--- config.mk ---
export PLATFORM = sky130hd
export DESIGN_NAME = run_detect_top
export DESIGN_NICKNAME = d
export VERILOG_FILES = /design/src/rtl/run_detect_pkg.sv /design/src/rtl/run_reset_sync.sv /design/src/rtl/run_next_rom.sv /design/src/rtl/run_out_rom.sv /design/src/rtl/run_detect_top.sv
export SDC_FILE = /design/constraint.sdc
export NUM_CORES = 1
export LEC_CHECK = 0
export CAP_MARGIN = 20
export CORE_AREA = 8 8 45 47
export DETAILED_ROUTE_END_ITERATION = 8
export DIE_AREA = 0 0 53 55
export PLACE_DENSITY = 0.35
export REMOVE_ABC_BUFFERS = 1
export SYNTH_ARGS = -nofsm -noshare
export SYNTH_HDL_FRONTEND = slang
export SYNTH_HIERARCHICAL = 1
export SYNTH_SLANG_ARGS = --single-unit
--- constraint.sdc ---
create_clock -name clk -period 1.2 [get_ports clk]
set_input_delay 0.24 -clock clk [delete_from_list [all_inputs] [get_ports clk]]
set_output_delay 0.24 -clock clk [all_outputs]
set_load 0.02 [all_outputs]
--- src/rtl/run_detect_pkg.sv ---
package run_detect_pkg;

  parameter int unsigned DEF_RUN_LEN = 4;

  // Next state code for a given state code and input bit.
  function automatic int unsigned ns_code(int unsigned st, bit inb, int unsigned run_len);
    if (!inb)            return 0;
    if (st < run_len)    return st + 1;
    if (st == run_len)   return run_len;
    return 0;            // unused codes fall back to start
  endfunction

  // Output bit for a given state code.
  function automatic bit out_code(int unsigned st, int unsigned run_len);
    return (st == run_len);
  endfunction

endpackage

--- src/rtl/run_reset_sync.sv ---
module run_reset_sync (
  input  logic clk,
  input  logic rst_n,
  output logic rst_core_n
);
  logic meta_q;
  logic hold_q;

  always_ff @(posedge clk or negedge rst_n) begin
    if (!rst_n) begin
      meta_q <= 1'b0;
      hold_q <= 1'b0;
    end else begin
      meta_q <= 1'b1;
      hold_q <= meta_q;
    end
  end

  assign rst_core_n = hold_q;
endmodule

--- src/rtl/run_next_rom.sv ---
module run_next_rom
  import run_detect_pkg::*;
#(
  parameter int unsigned RUN_LEN = DEF_RUN_LEN,
  parameter int unsigned STATE_W = $clog2(RUN_LEN + 1)
) (
  input  logic               bit_in,
  input  logic [STATE_W-1:0] cur_state,
  output logic [STATE_W-1:0] nxt_state
);
  localparam int unsigned ADDR_W = STATE_W + 1;
  localparam int unsigned DEPTH  = 1 << ADDR_W;

  logic [STATE_W-1:0] table_w [DEPTH];

  for (genvar a = 0; a < DEPTH; a++) begin : g_word
    localparam int unsigned ST = a % (1 << STATE_W);
    localparam bit          IB = (a >> STATE_W) != 0;
    localparam int unsigned NX = ns_code(ST, IB, RUN_LEN);
    assign table_w[a] = NX[STATE_W-1:0];
  end

  assign nxt_state = table_w[{bit_in, cur_state}];
endmodule

--- src/rtl/run_out_rom.sv ---
module run_out_rom
  import run_detect_pkg::*;
#(
  parameter int unsigned RUN_LEN = DEF_RUN_LEN,
  parameter int unsigned STATE_W = $clog2(RUN_LEN + 1)
) (
  input  logic [STATE_W-1:0] cur_state,
  output logic               out_bit
);
  localparam int unsigned DEPTH = 1 << STATE_W;

  logic table_w [DEPTH];

  for (genvar s = 0; s < DEPTH; s++) begin : g_word
    localparam bit OB = out_code(s, RUN_LEN);
    assign table_w[s] = OB;
  end

  assign out_bit = table_w[cur_state];
endmodule

--- src/rtl/run_detect_top.sv ---
module run_detect_top
  import run_detect_pkg::*;
#(
  parameter int unsigned RUN_LEN = DEF_RUN_LEN
) (
  input  logic clk,
  input  logic rst_n,
  input  logic din,
  output logic detect
);
  localparam int unsigned STATE_W = $clog2(RUN_LEN + 1);

  logic               rst_core_n;
  logic [STATE_W-1:0] state_q;
  logic [STATE_W-1:0] state_d;
  logic               step_en;

  run_reset_sync u_rst (
    .clk        (clk),
    .rst_n      (rst_n),
    .rst_core_n (rst_core_n)
  );

  run_next_rom #(.RUN_LEN(RUN_LEN), .STATE_W(STATE_W)) u_next (
    .bit_in    (din),
    .cur_state (state_q),
    .nxt_state (state_d)
  );

  // The state advances only once reset has been released internally.
  always_comb begin
    step_en = rst_core_n;
  end

  always_ff @(posedge clk or negedge rst_n) begin
    if (!rst_n) begin
      state_q <= '0;
    end else if (!rst_core_n) begin
      state_q <= '0;
    end else if (step_en) begin
      state_q <= state_d;
    end
  end

  run_out_rom #(.RUN_LEN(RUN_LEN), .STATE_W(STATE_W)) u_out (
    .cur_state (state_q),
    .out_bit   (detect)
  );
endmodule

; Yosys cells after proc, flatten, opt, wreduce, memory -nomap -nowiden
; Memory sizes are Yosys's and may differ from the RTL's.
; Index checks and enable logic that the tools add are counted.
[word_totals]
reg_bits = 5
rom_bits = 56
elab_cells = 14
memories = 2
[classes]
magnitude_cmp = 2
mux = 5
bitwise = 2
[memory_table]
columns = name, depth, word_bits, rd, rd_clocked_by_memory_dff, write_ports, line_no
row1 = (name not given), 16, 3, 1, 0, 0, run_next_rom.sv:23  ; assign nxt_state = table_w[{bit_in, cur_state}];
row2 = (name not given), 8, 1, 1, 0, 0, run_out_rom.sv:19  ; assign out_bit = table_w[cur_state];
[ops]
columns = operator, n
row1 = 2-to-1 mux 3 bit, 3
row2 = >= comparator 5 bit (second input constant), 1
row3 = NOT 4 -> 5 bit, 1
row4 = >= comparator 4 bit (second input constant), 1
row5 = NOT 3 -> 4 bit, 1
row6 = 2-to-1 mux 1 bit, 2

; Longest topological paths before layout
[depth]
depth_word = 5
mapped_depth = 5
ltp_nobuf = 5

; Hierarchy
; The synthesis kept the hierarchy.
[by_module_without_submodules]
columns = module, instances, cells_each, area_per_inst_um2, seq_area_each_um2
row1 = run_detect_top, 1, 6, 93.8, 75.1
row2 = run_next_rom, 1, 8, 66.3, 0.0
row3 = run_reset_sync, 1, 3, 53.8, 50.0
row4 = run_out_rom, 1, 1, 12.5, 0.0

; Worst setup path before layout
; No wires, ideal clock.
[synth_path]
kind = reg-to-reg
startpoint = reg state_q[0]
endpoint = reg state_q[1]
arrival_time_ns = 1.021
t_required_ns = 1.081
path_slack_ns = 0.060
path_stages_with_launch = 5
path_buffers = 0
path_cell_list = dfrtp_1 -> inv_1 -> ha_1 -> and3b_2 -> and2_1
[synth_via]
elab_chain_len = 5
[synth_rtl]
columns = element, line_no
row1 = start: declaration, run_detect_top.sv:14  ; logic [STATE_W-1:0] state_q;
row2 = start signal: assignment, run_detect_top.sv:41  ; state_q <= state_d;
row3 = NOT 4 -> 5 bit (not written as such), run_next_rom.sv:23
row4 = memory read (16 x 3 bit), -
row5 = 2-to-1 mux 3 bit (not written as such) (2 in series), run_next_rom.sv:23
row6 = named net state_d[1], run_detect_top.sv:15  ; logic [STATE_W-1:0] state_d;
row7 = 2-to-1 mux 3 bit, run_detect_top.sv:38  ; end else if (!rst_core_n) begin
; The timed path passes the listed nets, and every way through them passes these cells. The select of a mux whose other input is x is not followed.

; Worst setup path in the final report
[layout_path]
startpoint = reg state_q[0]
endpoint = out detect
[layout_via]
elab_chain_len = 4
[layout_rtl]
columns = element, line_no
row1 = NOT 3 -> 4 bit (not written as such), run_out_rom.sv:19
row2 = memory read (8 x 1 bit), -
row3 = 2-to-1 mux 1 bit (not written as such) (2 in series), run_out_rom.sv:19
row4 = end: declaration, run_detect_top.sv:9  ; output logic detect
; No other way between the ends. The select of a mux whose other input is x is not followed.

==> flow_summary.json <==
{
  "yosysMostFrequentCell": "dfrtp_1",
  "cts_made_buffers": 3,
  "start_util_pct": 16.4,
  "critPathKind": "flip-flop to output port",
  "rsz0062_at_grt": "yes",
  "placedCellCount": 40,
  "pwr-share-comb_pct": 8.9,
  "netlist_instances": 18,
  "leakagePower_nw": 0.159,
  "postCtsSetupBuffers": 0,
  "dieHeight_um": 55,
  "synth_warnings": 6,
  "cellPowerDensity_nw_per_um2": 1150,
  "rr_worst_depth": 5,
  "synth_top_family_by_area": "simple AND/OR/NAND/NOR gates",
  "muxShareOfSynthArea_pct": 4.42,
  "cts.clk_slew.worst_paths_ns": 0.04,
  "intPower_mw": 0.323,
  "critPathArrivalTime_ns": 0.96,
  "max-vdd-ir-drop_mv": 0.398,
  "seqPwrFrac_pct": 44.5,
  "die_area_sq_um": 2920,
  "worstHoldPathType": "primary input to asynchronous set/reset pin",
  "htreeDepth": 1,
  "antenna_found_initial": 0,
  "ys.flop_type": "dfrtp_1",
  "finalHoldViolCount": 0,
  "fmax_mhz": 836,
  "clock_latency_ns": 0.23,
  "synthesis.area_sq_um": 226,
  "grt_overflow_total": 0,
  "synthSimpleGateAreaFrac_pct": 24.3,
  "wire_per_inst_um": 8.84,
  "num_antenna_cells": 0,
  "synth_edf_count": 0,
  "fp-row-count": 14,
  "multi_input_area_sq_um": 111,
  "swShare_pct": 20.3,
  "ys_async_sr_fraction_pct": 100,
  "seq_area_sq_um": 125,
  "drv_slew": 0,
  "coreArea_sq_um": 1380,
  "critPathLaunch": "state_q[0]",
  "grt_pass1_vias": 182,
  "die_w_um": 53,
  "skew_ns": 0.000673,
  "layout_min_cycle_time_ns": 1.20,
  "synth-adder-area-share_pct": 11.0,
  "timing.rr.start": "state_q[1]",
  "reg2reg_setup_slack_ns": 0.02,
  "synth_top_cell_by_area": "dfrtp_1",
  "status": "finished, final reports clean",
  "synth_xor_area_share_pct": 0,
  "grt_max_degree": 6,
  "period_share_pct": 99.7,
  "clock_power_share_pct": 46.6,
  "worstSetupStartpointType": "flip-flop",
  "io_pins": 4,
  "numClockSinks": 5,
  "synth_common_cells": "5 x dfrtp_1, 3 x and2_1, 2 x ha_1, 2 x inv_1",
  "end_kind": "output port",
  "gp_congestion": 0.593,
  "crit_end": "detect",
  "port_buffers": 3,
  "layoutNonFillerInstCount": 44,
  "synth_top_cell_area_share_pct": 55.2,
  "synth.avg_cell_area_sq_um": 12.6,
  "ys_seq_area_share_pct": 55.2,
  "final_util_pct": 25.5,
  "drtIter0Drc": 4,
  "drv_cap": 0,
  "drc": 0,
  "synth-seq-cells": 5,
  "cts.path.max_buffers": 2,
  "path_max_fanout": 2,
  "setup_ws_ns": 0.00376,
  "routed_wl_um": 389,
  "cts_tree": "built",
  "dpl_worst_slack_ns": -0.200,
  "via_count": 143,
  "ys_types": 10,
  "nNetsFinal": 34,
  "grtUsageTotal_pct": 3.67,
  "ant_nets": 0,
  "vias_per_cell": 3.25,
  "reg2reg_to": "state_q[1]",
  "drive_gt1_share_pct": 50.0,
  "synth-compound-area-share_pct": 0,
  "fill_cells": 148,
  "total_power_mw": 0.405,
  "crit_required_ns": 0.96,
  "grt_pass1_wl_um": 731,
  "setup_viol": 0,
  "area_growth_pct": 55.8,
  "drtPass1Iterations": 3,
  "cts-root-buf": "clkbuf_4",
  "synth_area_leaders": "dfrtp_1 55%, ha_1 11%, and2_1 8.3%, nor3b_2 5.5%, and3b_2 4.4%",
  "p_sw_mw": 0.0821
}
==> area by class of cell <==
type | count | share of cell area (%)
well taps | 16 | 5.67
clock buffers | 4 | 7.45
multi-input cells | 11 | 31.6
inverters | 2 | 3.55
flip-flops and latches | 5 | 35.5
repair buffers | 6 | 16.3
==> routing by layer <==
metal  routed length, um  track usage [%]  up-vias
met5                   0                0        -
met3                  15             1.60        0
met1                 205             4.29       66
li1                    -                -       74
met2                 168             4.69        3
met4                   0             3.88        0
==> logic make-up after synthesis <==
group	after synthesis
fa+ha+maj	2
buf+inv	2
flops	5
mux	1
other cells	1
simple gates	7
==> flip-flops by register name, summed over array words and instances (netlist names) <==
| signal | cells |
|---|---|
| state_q | 3 |
| u_rst/meta_q | 1 |
| u_rst/rst_core_n | 1 |
==> timing repair <==
| action | in CTS | in global routing |
|---|---|---|
| cloned | 0 | 0 |
| pin swaps | 3 | 1 |
| gates resized for setup | 10 | 4 |
| endpoints found under the setup margin | 2 | 2 |
| hold buffers | 0 | 0 |
==> critical path, cell delays in order, from the launching register on <==
cell     delay [ns]
dfrtp_1        0.39
nor3b_2        0.17
buf_4          0.16
==> through the flow <==
stage,setup TNS [ns],hold slack [ns],area [sq um]
detailed placement,-0.268,0.340,299
CTS,-0.00780,0.222,343
global route,-0.0747,0.241,353
floorplan,0,-0.0556,226
global placement,-0.258,0.343,299
finish,0,0.225,353
==> power by group through the flow <==
stage | combinational, mW | clock, mW | sequential, mW
2_1_floorplan | 0.00973 | 0 | 0.182
3_3_place_gp | 0.0271 | 0 | 0.182
3_5_place_dp | 0.0286 | 0 | 0.182
4_1_cts | 0.0344 | 0.198 | 0.180
5_1_grt | 0.0418 | 0.208 | 0.181
6_report | 0.0361 | 0.189 | 0.180
==> worst min path at each step <==
stage	endpoint	slack, ns	cells past startpoint
2_1_floorplan	state_q[0]	-0.06	0
3_3_place_gp	u_rst/rst_core_n	0.34	0
3_5_place_dp	u_rst/rst_core_n	0.34	0
4_1_cts	u_rst/rst_core_n	0.22	1
5_1_grt	state_q[1]	0.24	1
6_report	u_rst/rst_core_n	0.22	1
==> cells in the final DEF (no fill, tap or decap), types with 2 or more instances in the layout <==
master           synthesis  final
dfrtp_1                  5      5
clkbuf_4                 0      3
and2_1                   3      2
clkdlybuf4s50_1          0      2
buf_4                    0      2
inv_4                    0      2
buf_6                    0      2
Note: power is estimated with default switching activity, not from simulation.
